--- src/rtl/ebus_pkg.sv ---
package ebus_pkg;

    localparam int BUS_BYTES = 4;
    localparam int BUS_DW    = 8 * BUS_BYTES;

    typedef enum logic [2:0] {
        SQ_IDLE,
        SQ_S0,
        SQ_S1,
        SQ_S2,
        SQ_S3,
        SQ_S4,
        SQ_S5
    } seq_st_t;

    typedef enum logic [1:0] {
        SZ_BYTE = 2'd0,
        SZ_HALF = 2'd1,
        SZ_WORD = 2'd2,
        SZ_WRD2 = 2'd3
    } xfer_size_t;

    // Byte lanes touched by a transfer of the given size at the given offset.
    function automatic logic [BUS_BYTES-1:0] lane_mask(input logic [1:0] ofs,
                                                       input logic [1:0] sz);
        logic [BUS_BYTES-1:0] m;
        case (xfer_size_t'(sz))
            SZ_BYTE: m = BUS_BYTES'(1) << ofs;
            SZ_HALF: m = ofs[1] ? 4'b1100 : 4'b0011;
            default: m = '1;
        endcase
        return m;
    endfunction

endpackage

--- src/rtl/ebus_phase.sv ---
module ebus_phase (
    input  logic clk,
    input  logic rst,
    output logic hi_o
);
    logic ph_q;

    always_ff @(posedge clk) begin
        if (rst) ph_q <= 1'b0;
        else     ph_q <= ~ph_q;
    end

    assign hi_o = ph_q;

    AST_BCLK_TOGGLES: assert property (@(posedge clk) disable iff (rst)
        !$past(rst) |-> (hi_o != $past(hi_o)));
endmodule

--- src/rtl/ebus_seq.sv ---
module ebus_seq
    import ebus_pkg::*;
(
    input  logic    clk,
    input  logic    rst,
    input  logic    hi_i,
    input  logic    req_i,
    input  logic    ack_i,
    output seq_st_t st_o,
    output logic    start_o,
    output logic    cap_o,
    output logic    fin_o
);
    seq_st_t st_q, st_d;

    // Accept only in the low half, so S0 begins on a rising bus edge.
    assign start_o = (st_q == SQ_IDLE) && !hi_i && req_i;
    assign cap_o   = ((st_q == SQ_S1) || (st_q == SQ_S3)) && ack_i;
    assign fin_o   = (st_q == SQ_S5);

    always_comb begin
        st_d = st_q;
        unique case (st_q)
            SQ_IDLE: if (start_o) st_d = SQ_S0;
            SQ_S0:   st_d = SQ_S1;
            SQ_S1:   st_d = ack_i ? SQ_S4 : SQ_S2;
            SQ_S2:   st_d = SQ_S3;
            SQ_S3:   st_d = ack_i ? SQ_S4 : SQ_S2;
            SQ_S4:   st_d = SQ_S5;
            SQ_S5:   st_d = SQ_IDLE;
            default: st_d = SQ_IDLE;
        endcase
    end

    always_ff @(posedge clk) begin
        if (rst) st_q <= SQ_IDLE;
        else     st_q <= st_d;
    end

    assign st_o = st_q;

    AST_S0_ON_HIGH: assert property (@(posedge clk) disable iff (rst)
        (st_q == SQ_S0) |-> hi_i);
    AST_S4_ON_HIGH: assert property (@(posedge clk) disable iff (rst)
        (st_q == SQ_S4) |-> hi_i);
    AST_S4_NEEDS_ACK: assert property (@(posedge clk) disable iff (rst)
        (st_q == SQ_S4) |-> $past(ack_i));
endmodule

--- src/rtl/ebus_xfer.sv ---
module ebus_xfer
    import ebus_pkg::*;
#(
    parameter int AW = 24
) (
    input  logic              clk,
    input  logic              rst,
    input  logic              start_i,
    input  logic              cap_i,
    input  logic              fin_i,
    input  logic              wr_i,
    input  logic [AW-1:0]     addr_i,
    input  logic [1:0]        size_i,
    input  logic [BUS_DW-1:0] wdata_i,
    input  logic [BUS_DW-1:0] bus_rdata_i,
    output logic [AW-1:0]     addr_o,
    output logic              rd_o,
    output logic [1:0]        size_o,
    output logic [BUS_DW-1:0] wdata_o,
    output logic [BUS_DW-1:0] rdata_o,
    output logic              done_o
);
    logic [AW-1:0]     addr_q;
    logic              rd_q;
    logic [1:0]        size_q;
    logic [BUS_DW-1:0] wdata_q, rdata_q;
    logic              done_q;

    always_ff @(posedge clk) begin
        if (rst) begin
            addr_q  <= '0;
            rd_q    <= 1'b1;
            size_q  <= '0;
            wdata_q <= '0;
            rdata_q <= '0;
            done_q  <= 1'b0;
        end else begin
            if (start_i) begin
                addr_q  <= addr_i;
                rd_q    <= ~wr_i;
                size_q  <= size_i;
                wdata_q <= wdata_i;
            end
            if (cap_i && rd_q) rdata_q <= bus_rdata_i;
            done_q <= fin_i;
        end
    end

    assign addr_o  = addr_q;
    assign rd_o    = rd_q;
    assign size_o  = size_q;
    assign wdata_o = wdata_q;
    assign rdata_o = rdata_q;
    assign done_o  = done_q;

    AST_DONE_PULSE: assert property (@(posedge clk) disable iff (rst)
        done_o |=> !done_o);
    AST_FIELDS_HELD: assert property (@(posedge clk) disable iff (rst)
        !start_i |=> ($stable(addr_o) && $stable(rd_o)));
endmodule

--- src/rtl/ebus_master.sv ---
module ebus_master
    import ebus_pkg::*;
#(
    parameter int AW = 24
) (
    input  logic              clk,
    input  logic              rst,
    input  logic              req_i,
    input  logic              req_wr_i,
    input  logic [AW-1:0]     req_addr_i,
    input  logic [1:0]        req_size_i,
    input  logic [BUS_DW-1:0] req_wdata_i,
    output logic              busy_o,
    output logic              done_o,
    output logic [BUS_DW-1:0] rdata_o,
    output logic              bclk_o,
    output logic [AW-1:0]     addr_o,
    output logic              rw_o,
    output logic [1:0]        size_o,
    output logic              ts_o,
    output logic              tip_o,
    output logic              cs_o,
    output logic [BUS_BYTES-1:0] be_o,
    output logic              oe_o,
    output logic              dat_oe_o,
    output logic [BUS_DW-1:0] wdata_o,
    input  logic              ack_i,
    input  logic [BUS_DW-1:0] rdata_i
);
    logic    hi;
    seq_st_t st;
    logic    start, cap, fin, rd;

    ebus_phase u_phase (
        .clk  (clk),
        .rst  (rst),
        .hi_o (hi)
    );

    ebus_seq u_seq (
        .clk     (clk),
        .rst     (rst),
        .hi_i    (hi),
        .req_i   (req_i),
        .ack_i   (ack_i),
        .st_o    (st),
        .start_o (start),
        .cap_o   (cap),
        .fin_o   (fin)
    );

    ebus_xfer #(.AW(AW)) u_xfer (
        .clk         (clk),
        .rst         (rst),
        .start_i     (start),
        .cap_i       (cap),
        .fin_i       (fin),
        .wr_i        (req_wr_i),
        .addr_i      (req_addr_i),
        .size_i      (req_size_i),
        .wdata_i     (req_wdata_i),
        .bus_rdata_i (rdata_i),
        .addr_o      (addr_o),
        .rd_o        (rd),
        .size_o      (size_o),
        .wdata_o     (wdata_o),
        .rdata_o     (rdata_o),
        .done_o      (done_o)
    );

    // Strobes decode from the registered half-state, so each one moves
    // on the core edge that coincides with its bus clock edge.
    always_comb begin
        tip_o    = (st != SQ_IDLE);
        ts_o     = (st == SQ_S0) || (st == SQ_S1);
        cs_o     = tip_o && !ts_o || (st == SQ_S1);
        oe_o     = cs_o && rd;
        dat_oe_o = !rd && ((st == SQ_S2) || (st == SQ_S3) ||
                           (st == SQ_S4) || (st == SQ_S5));
        be_o     = cs_o ? lane_mask(addr_o[1:0], size_o) : '0;
    end

    assign busy_o = tip_o;
    assign bclk_o = hi;
    assign rw_o   = rd;

    AST_CS_ON_FALL: assert property (@(posedge clk) disable iff (rst)
        $rose(cs_o) |-> !bclk_o);
    AST_CS_IN_TIP: assert property (@(posedge clk) disable iff (rst)
        cs_o |-> tip_o);
    AST_TS_OVERLAPS_CS: assert property (@(posedge clk) disable iff (rst)
        $rose(cs_o) |-> ts_o);
    AST_NO_DRIVE_ON_READ: assert property (@(posedge clk) disable iff (rst)
        oe_o |-> !dat_oe_o);
    AST_DRIVE_ON_HIGH: assert property (@(posedge clk) disable iff (rst)
        $rose(dat_oe_o) |-> (bclk_o && !ts_o));
endmodule

--- config.mk ---
export PLATFORM = sky130hd
export DESIGN_NAME = ebus_master
export DESIGN_NICKNAME = d
export VERILOG_FILES = /design/src/rtl/ebus_pkg.sv /design/src/rtl/ebus_phase.sv /design/src/rtl/ebus_seq.sv /design/src/rtl/ebus_xfer.sv /design/src/rtl/ebus_master.sv
export SDC_FILE = /design/constraint.sdc
export NUM_CORES = 1
export LEC_CHECK = 0
export CORE_MARGIN = 10
export CORE_UTILIZATION = 30
export DETAILED_ROUTE_END_ITERATION = 12
export DONT_BUFFER_PORTS = 1
export GPL_TIMING_DRIVEN = 0
export PLACE_DENSITY_LB_ADDON = 0.05
export REMOVE_ABC_BUFFERS = 1
export SLEW_MARGIN = 30
export SYNTH_ARGS = -nofsm -noshare
export SYNTH_HDL_FRONTEND = slang
export SYNTH_HIERARCHICAL = 1
export SYNTH_SLANG_ARGS = --single-unit
--- constraint.sdc ---
create_clock -name clk -period 1.7 [get_ports clk]
set_clock_uncertainty 0.2 [all_clocks]
set_input_delay 0.17 -clock clk [delete_from_list [all_inputs] [get_ports clk]]
set_output_delay 0.17 -clock clk [all_outputs]
set_load 0.02 [all_outputs]
## Yosys cells after proc, flatten, opt, wreduce, memory -nomap -nowiden

Cells that the tools add are included.

| cells by class | value |
|---|---|
| multiplexer cells | 6 |
| order comparisons | 0 |
| div/mod/pow operators | 0 |
| bitwise gates (word level) | 2 |
| shifts and indexed selects | 1 |
| $mul | 0 |
| equal/unequal tests | 8 |
| $add $sub $neg | 0 |
| reduce and logical (&&, ||, !) cells | 20 |

Operator list:

| operator | count |
|---|---|
| case mux 3 bit (5 select lines) | 1 |
| equality test 3 bit (second input constant) | 3 |
| 2-to-1 mux 4 bit | 2 |
| case mux 4 bit (2 select lines) | 1 |
| logical AND 1 bit | 7 |
| equality test 3 x 2 -> 1 bit (second input constant) | 2 |
| logical OR 1 bit | 6 |
| 2-to-1 mux 3 bit | 2 |
| left shift 1 x 2 -> 4 bit (first input constant) | 1 |
| equality test 3 x 1 -> 1 bit (second input constant) | 1 |
| logical NOT 1 bit | 3 |
| logical NOT 3 bit | 1 |
| nonzero test 3 bit | 1 |
| equality test 2 x 1 -> 1 bit (second input constant) | 1 |
| logical NOT 2 bit | 1 |
| inequality test 2 bit (second input constant) | 1 |
| NOT 1 bit | 2 |
| OR reduction 2 bit | 1 |

| storage, ports and cells | value |
|---|---|
| register bits after elaboration | 96 |
| memories | 0 |
| output and inout bits | 103 |
| bits in latches | 0 |
| logic and storage cells | 45 |
| memory bits (writable) | 0 |
| input bits | 95 |
| memory bits (read-only) | 0 |

## Depth between registers and ports, before layout

| logic depth | value |
|---|---|
| word-level depth | 6 |
| mapped depth | 7 |
| gate-level depth less buffers | 4 |

## Cells and area by module

The synthesis kept the hierarchy.

Modules (own cells, without submodules):

| module | cells each | instances | seq. area each (um^2) | area each (um^2) |
|---|---|---|---|---|
| ebus_xfer | 339 | 1 | 1,841.8 | 3,520.9 |
| ebus_seq | 19 | 1 | 60.1 | 157.7 |
| ebus_master | 18 | 1 | 0.0 | 108.9 |
| ebus_phase | 2 | 1 | 20.0 | 23.8 |

## Worst setup path before layout

Ideal clock, no wire load.

| path | value |
|---|---|
| path kind | register -> register |
| from | reg u_phase.ph_q (netlist: u_phase/hi_o) |
| to | reg u_xfer.addr_q[12] (netlist: u_xfer/addr_o[12]) |
| slack | 0.015 ns |
| path buffers | 3 |
| cell stages (with the launch flop) | 8 |
| arrival | 1.357 ns |
| required time | 1.372 ns |
| library setup time | 0.128 ns |
| period minus slack after synthesis | 1.685 ns |
| path through | dfxtp_1 nand2b_1 nor4_1 buf_4 buf_8 buf_12 mux2i_1 nor2_1 |

| on the way | value |
|---|---|
| longest elaborated chain between the ends | 3 |

Ends and longest elaborated chain:

| element | RTL line | source |
|---|---|---|
| start, declared | ebus_phase.sv:6 | `logic ph_q;` |
| start signal, assigned | ebus_phase.sv:10 | `else ph_q <= ~ph_q;` |
| logical NOT 1 bit | ebus_seq.sv:17 | `assign start_o = (st_q == SQ_IDLE) && !hi_i && req_i;` |
| logical AND 1 bit (2 in series) | ebus_seq.sv:17 |  |
| named net start | ebus_master.sv:32 | `logic start, cap, fin, rd;` |
| end signal, assigned | ebus_xfer.sv:39 | `addr_q <= addr_i;` |
| end, declared | ebus_xfer.sv:23 | `logic [AW-1:0] addr_q;` |

The timed path passes the listed nets, and every way through them passes these cells.
A chain may end at the register's enable or synchronous reset.

## Worst setup path after layout

| path | value |
|---|---|
| from | reg u_seq.st_q[2] (netlist: u_seq/st_o[2]) |
| to | reg u_xfer.addr_q[21] (netlist: u_xfer/addr_o[21]) |

| on the way | value |
|---|---|
| longest elaborated chain between the ends | 3 |

Ends and longest elaborated chain:

| element | RTL line | source |
|---|---|---|
| start, declared | ebus_seq.sv:14 | `seq_st_t st_q, st_d;` |
| start signal, assigned | ebus_seq.sv:37 | `else st_q <= st_d;` |
| logical NOT 3 bit | ebus_seq.sv:17 |  |
| logical AND 1 bit (2 in series) | ebus_seq.sv:17 |  |
| named net start | ebus_master.sv:32 |  |

The timed path passes the listed nets, and every way through them passes these cells.

==> flow_summary_export.csv <==
group,metric,value,unit
detailed_routing,ant_nets,0,
floorplan,floorplan.initialDensity,0.304,
placed_design,detailed_place.area,3960,um2
worst_setup_path,critical_path.cell_chain,"nor4_4 -> buf_4 -> buf_6 -> buf_6 -> buf_6 -> buf_6 -> buf_8 -> mux2i_2 -> nor2_1",
logic_synthesis,yosys_warnings,6,
finish,fillers,1295,
floorplan,dieArea,17600,um2
min_path,min-delay-start,"rst",
worst_setup_path,worstSetupPathType,"reg -> reg",
logic_synthesis,ys_types,32,
placed_design,port_buffers,0,
floorplan,fp.dieH,133,um
min_path,min_path_cells,1,
detailed_routing,drc_errors,0,
pwr,total_leakage_power,1.95,nW
grt,overflow,0,
worst_setup_path,rrSetupSlack,-0.22,ns
sta,finalSetupTns,-12.83,ns
sta,finalWorstSetupSlack,-0.217,ns
cts,cts_tree,"done",
grt,antenna_found_initial,0,
placed_design,place_ws,-1.14,ns
run_status,violations,"negative hold slack, negative setup slack",
worst_setup_path,cp_common_cell,"buf_6",
pwr,vdd_drop_max,427,uV
floorplan,die_x,133,um
min_path,holdPathEnd,"u_xfer/addr_o[21]",
logic_synthesis,synth-seq-area-share,0.504,
finish,n_antenna_cell,0,
pwr,netSwitchingPower,1.53,mW
worst_setup_path,crit_slowest_cell,"dfxtp_4",
logic_synthesis,avgSynthCellArea,10.1,um2
run_status,outcome,"finished with violations",
sta,min_period_over_period,1.13,
detailed_routing,via_per_inst,4.70,
worst_setup_path,cp_max_fo,12,
worst_setup_path,reg2reg_depth,9,
sta,min_period,1.92,ns
placed_design,dp.cells,538,
finish,final_area,5010,um2
cts,clk_pin_slew,0.07,ns
worst_setup_path,worst_ep_required_time,1.74,ns
finish,syn2layout_area_growth,31.4,%
grt,grt_usage,0.120,
finish,fin_util,0.400,
finish,seq_area,1950,um2
floorplan,row_count,41,
worst_setup_path,setup.worst_path.start_class,"register",
logic_synthesis,ys_ff_latch,96,
sta,tightest_slew,0.365,ns
pwr,pwr-share-comb,0.152,
cts,cts_buffers,9,
worst_setup_path,max_stage_delay,0.40,ns
cts,hold_buffers,6,
sta,fmax,522,MHz
worst_setup_path,r2r_end,"u_xfer/addr_o[21]",
finish,nNetsFinal,519,
grt,grt_max_degree,97,
finish,multiInputGateArea,1790,um2
placed_design,dpl.hpwl,7550,um
detailed_routing,vias,2823,
cts,cts-root-buf,"clkbuf_16",
placed_design,gp_congestion,0.676,
job,drv_cap,0,
sta,drv_slew,0,
detailed_routing,drtIter0Drc,103,
finish,layoutNonFillerInstCount,601,
pwr,intPower,4.22,mW
min_path,hp-class,"in -> reg",
logic_synthesis,synthCells,378,
grt,grt_pass1_vias,2845,
detailed_routing,first_pass_iters,4,
worst_setup_path,worstPathArrival,1.96,ns
grt,grt_pass1_wl,16700,um
sta,whs,-0.318,ns
cts,cts.sinks,96,
sta,rsz0062_at_grt,"yes",
sta,slew_headroom,0.757,
worst_setup_path,rr_startpoint,"u_seq/st_o[2]",
logic_synthesis,synth.cell_area,3810,um2
sta,setup_violations,94,
pwr,p_per_area,1150,nW/um2
detailed_routing,wl,11100,um
pwr,clkPwrFrac,0.382,
finish,drive_gt1_frac,0.312,
cts,cts_max_path_buffers,2,
worst_setup_path,cp-end-kind,"register",
floorplan,ios,198,
pwr,power_frac_seq,0.466,
detailed_routing,wl_per_cell,18.4,um
sta,hold_viol_final,92,
pwr,finalPower,5.75,mW
cts,h-tree-depth,3,
pwr,swShare,0.266,
cts,clk_latency,0.34,ns
floorplan,core,12500,um2
## cell usage in the layout (no fill, tap or decap), drive strengths merged, types with 2 or more instances in the layout
master       Yosys  layout
a21bo           33      33
xnor2            2       2
a21oi           36      36
inv              2       3
clkinv           0       2
nand3b           2       2
nand3           32      32
nor2b            3       3
mux2i           58      58
nand2            3       3
bufinv           0       2
nor2            67      67
clkbuf           8      12
nor3             2       2
dlygate4sd3      0       5
buf             24      60
dfxtp           96      96
## cell families after synthesis
family,Yosys count,share of synthesized area
flops,96,0.504
simple gates,114,0.134
compound gates,74,0.144
xor+xnor,2,0.00460
mux,58,0.152
buf+inv,34,0.0607
## worst max path at each step
| stage | end | depth (start not counted) | from |
|---|---|---|---|
| global route | u_xfer/addr_o[16] | 10 | u_phase/hi_o |
| CTS | u_xfer/addr_o[16] | 10 | u_phase/hi_o |
| floorplan | u_xfer/rd_o | 4 | u_phase/hi_o |
| global placement | u_xfer/rd_o | 4 | u_phase/hi_o |
| finish | u_xfer/addr_o[21] | 9 | u_seq/st_o[2] |
| detailed placement | u_xfer/addr_o[13] | 9 | u_seq/st_o[1] |
## synthesized netlist by cell type, drive strengths merged
| cell type | n | area (um2) |
|---|---|---|
| a211oi | 1 | 7.51 |
| nand2b | 1 | 6.26 |
| nor3b | 1 | 12.5 |
| dfxtp | 96 | 1920 |
| xnor2 | 2 | 17.5 |
| nor2b | 3 | 18.8 |
| o21bai | 1 | 7.51 |
| mux2i | 58 | 581 |
| nand2 | 3 | 11.3 |
| inv | 2 | 7.51 |
| nor4 | 1 | 6.26 |
| or2 | 1 | 6.26 |
| nand3b | 2 | 15.0 |
| nor2 | 67 | 254 |
| nor3 | 2 | 15.0 |
| buf | 24 | 194 |
| nand3 | 32 | 160 |
| a21oi | 36 | 180 |
| or3 | 1 | 6.26 |
| a21bo | 33 | 330 |
| o22ai | 1 | 6.26 |
| a221oi | 1 | 8.76 |
| clkbuf | 8 | 30.0 |
| a21o | 1 | 7.51 |
## critical path: cells and delay by family (launching register included)
family / cells / cell delay [ns]
muxes: 1 / 0.19
buffers and inverters: 6 / 0.69
and+or+nand+nor: 2 / 0.33
DFF: 1 / 0.40
## power groups by stage
stage,clock network (mW),logic (mW),registers [mW]
floorplan,0,0.506,2.70
global placement,0,0.592,2.77
detailed placement,0,0.550,2.74
CTS,2.28,0.759,2.70
global route,2.38,0.954,2.71
finish,2.20,0.875,2.68
## what timing repair did
action,in CTS,in global routing
setup endpoints to repair,98,86
pin swaps,5,18
gates cloned,1,1
buffers inserted,22,19
hold endpoints to repair,96,92
gates resized for setup,59,26
## cell type report
cell class	instances	share of cell area
Multi-Input combinational cell	248	0.357
Sequential cell	96	0.390
Inverter	2	0.00150
Clock buffer	11	0.0485
Clock inverter	5	0.0157
Timing Repair Buffer	67	0.145
Tap cell	172	0.0430
## state kept, by name, indices dropped and copies added, names as in the netlist
signal          flops
u_xfer/size_o       2
u_xfer/rd_o         1
u_phase/hi_o        1
u_xfer/wdata_o     32
u_xfer/done_o       1
u_xfer/addr_o      24
u_seq/st_o          3
u_xfer/rdata_o     32
## routing by layer
layer / vias to the layer above / routed length, um / global-route usage
li1: 1386 / - / -
met1: 1303 / 4440 / 0.131
met2: 121 / 5130 / 0.184
met3: 13 / 1290 / 0.0696
met4: 0 / 210 / 0.0575
met5: - / 0 / 0
Power figures use the tool's default switching activity.
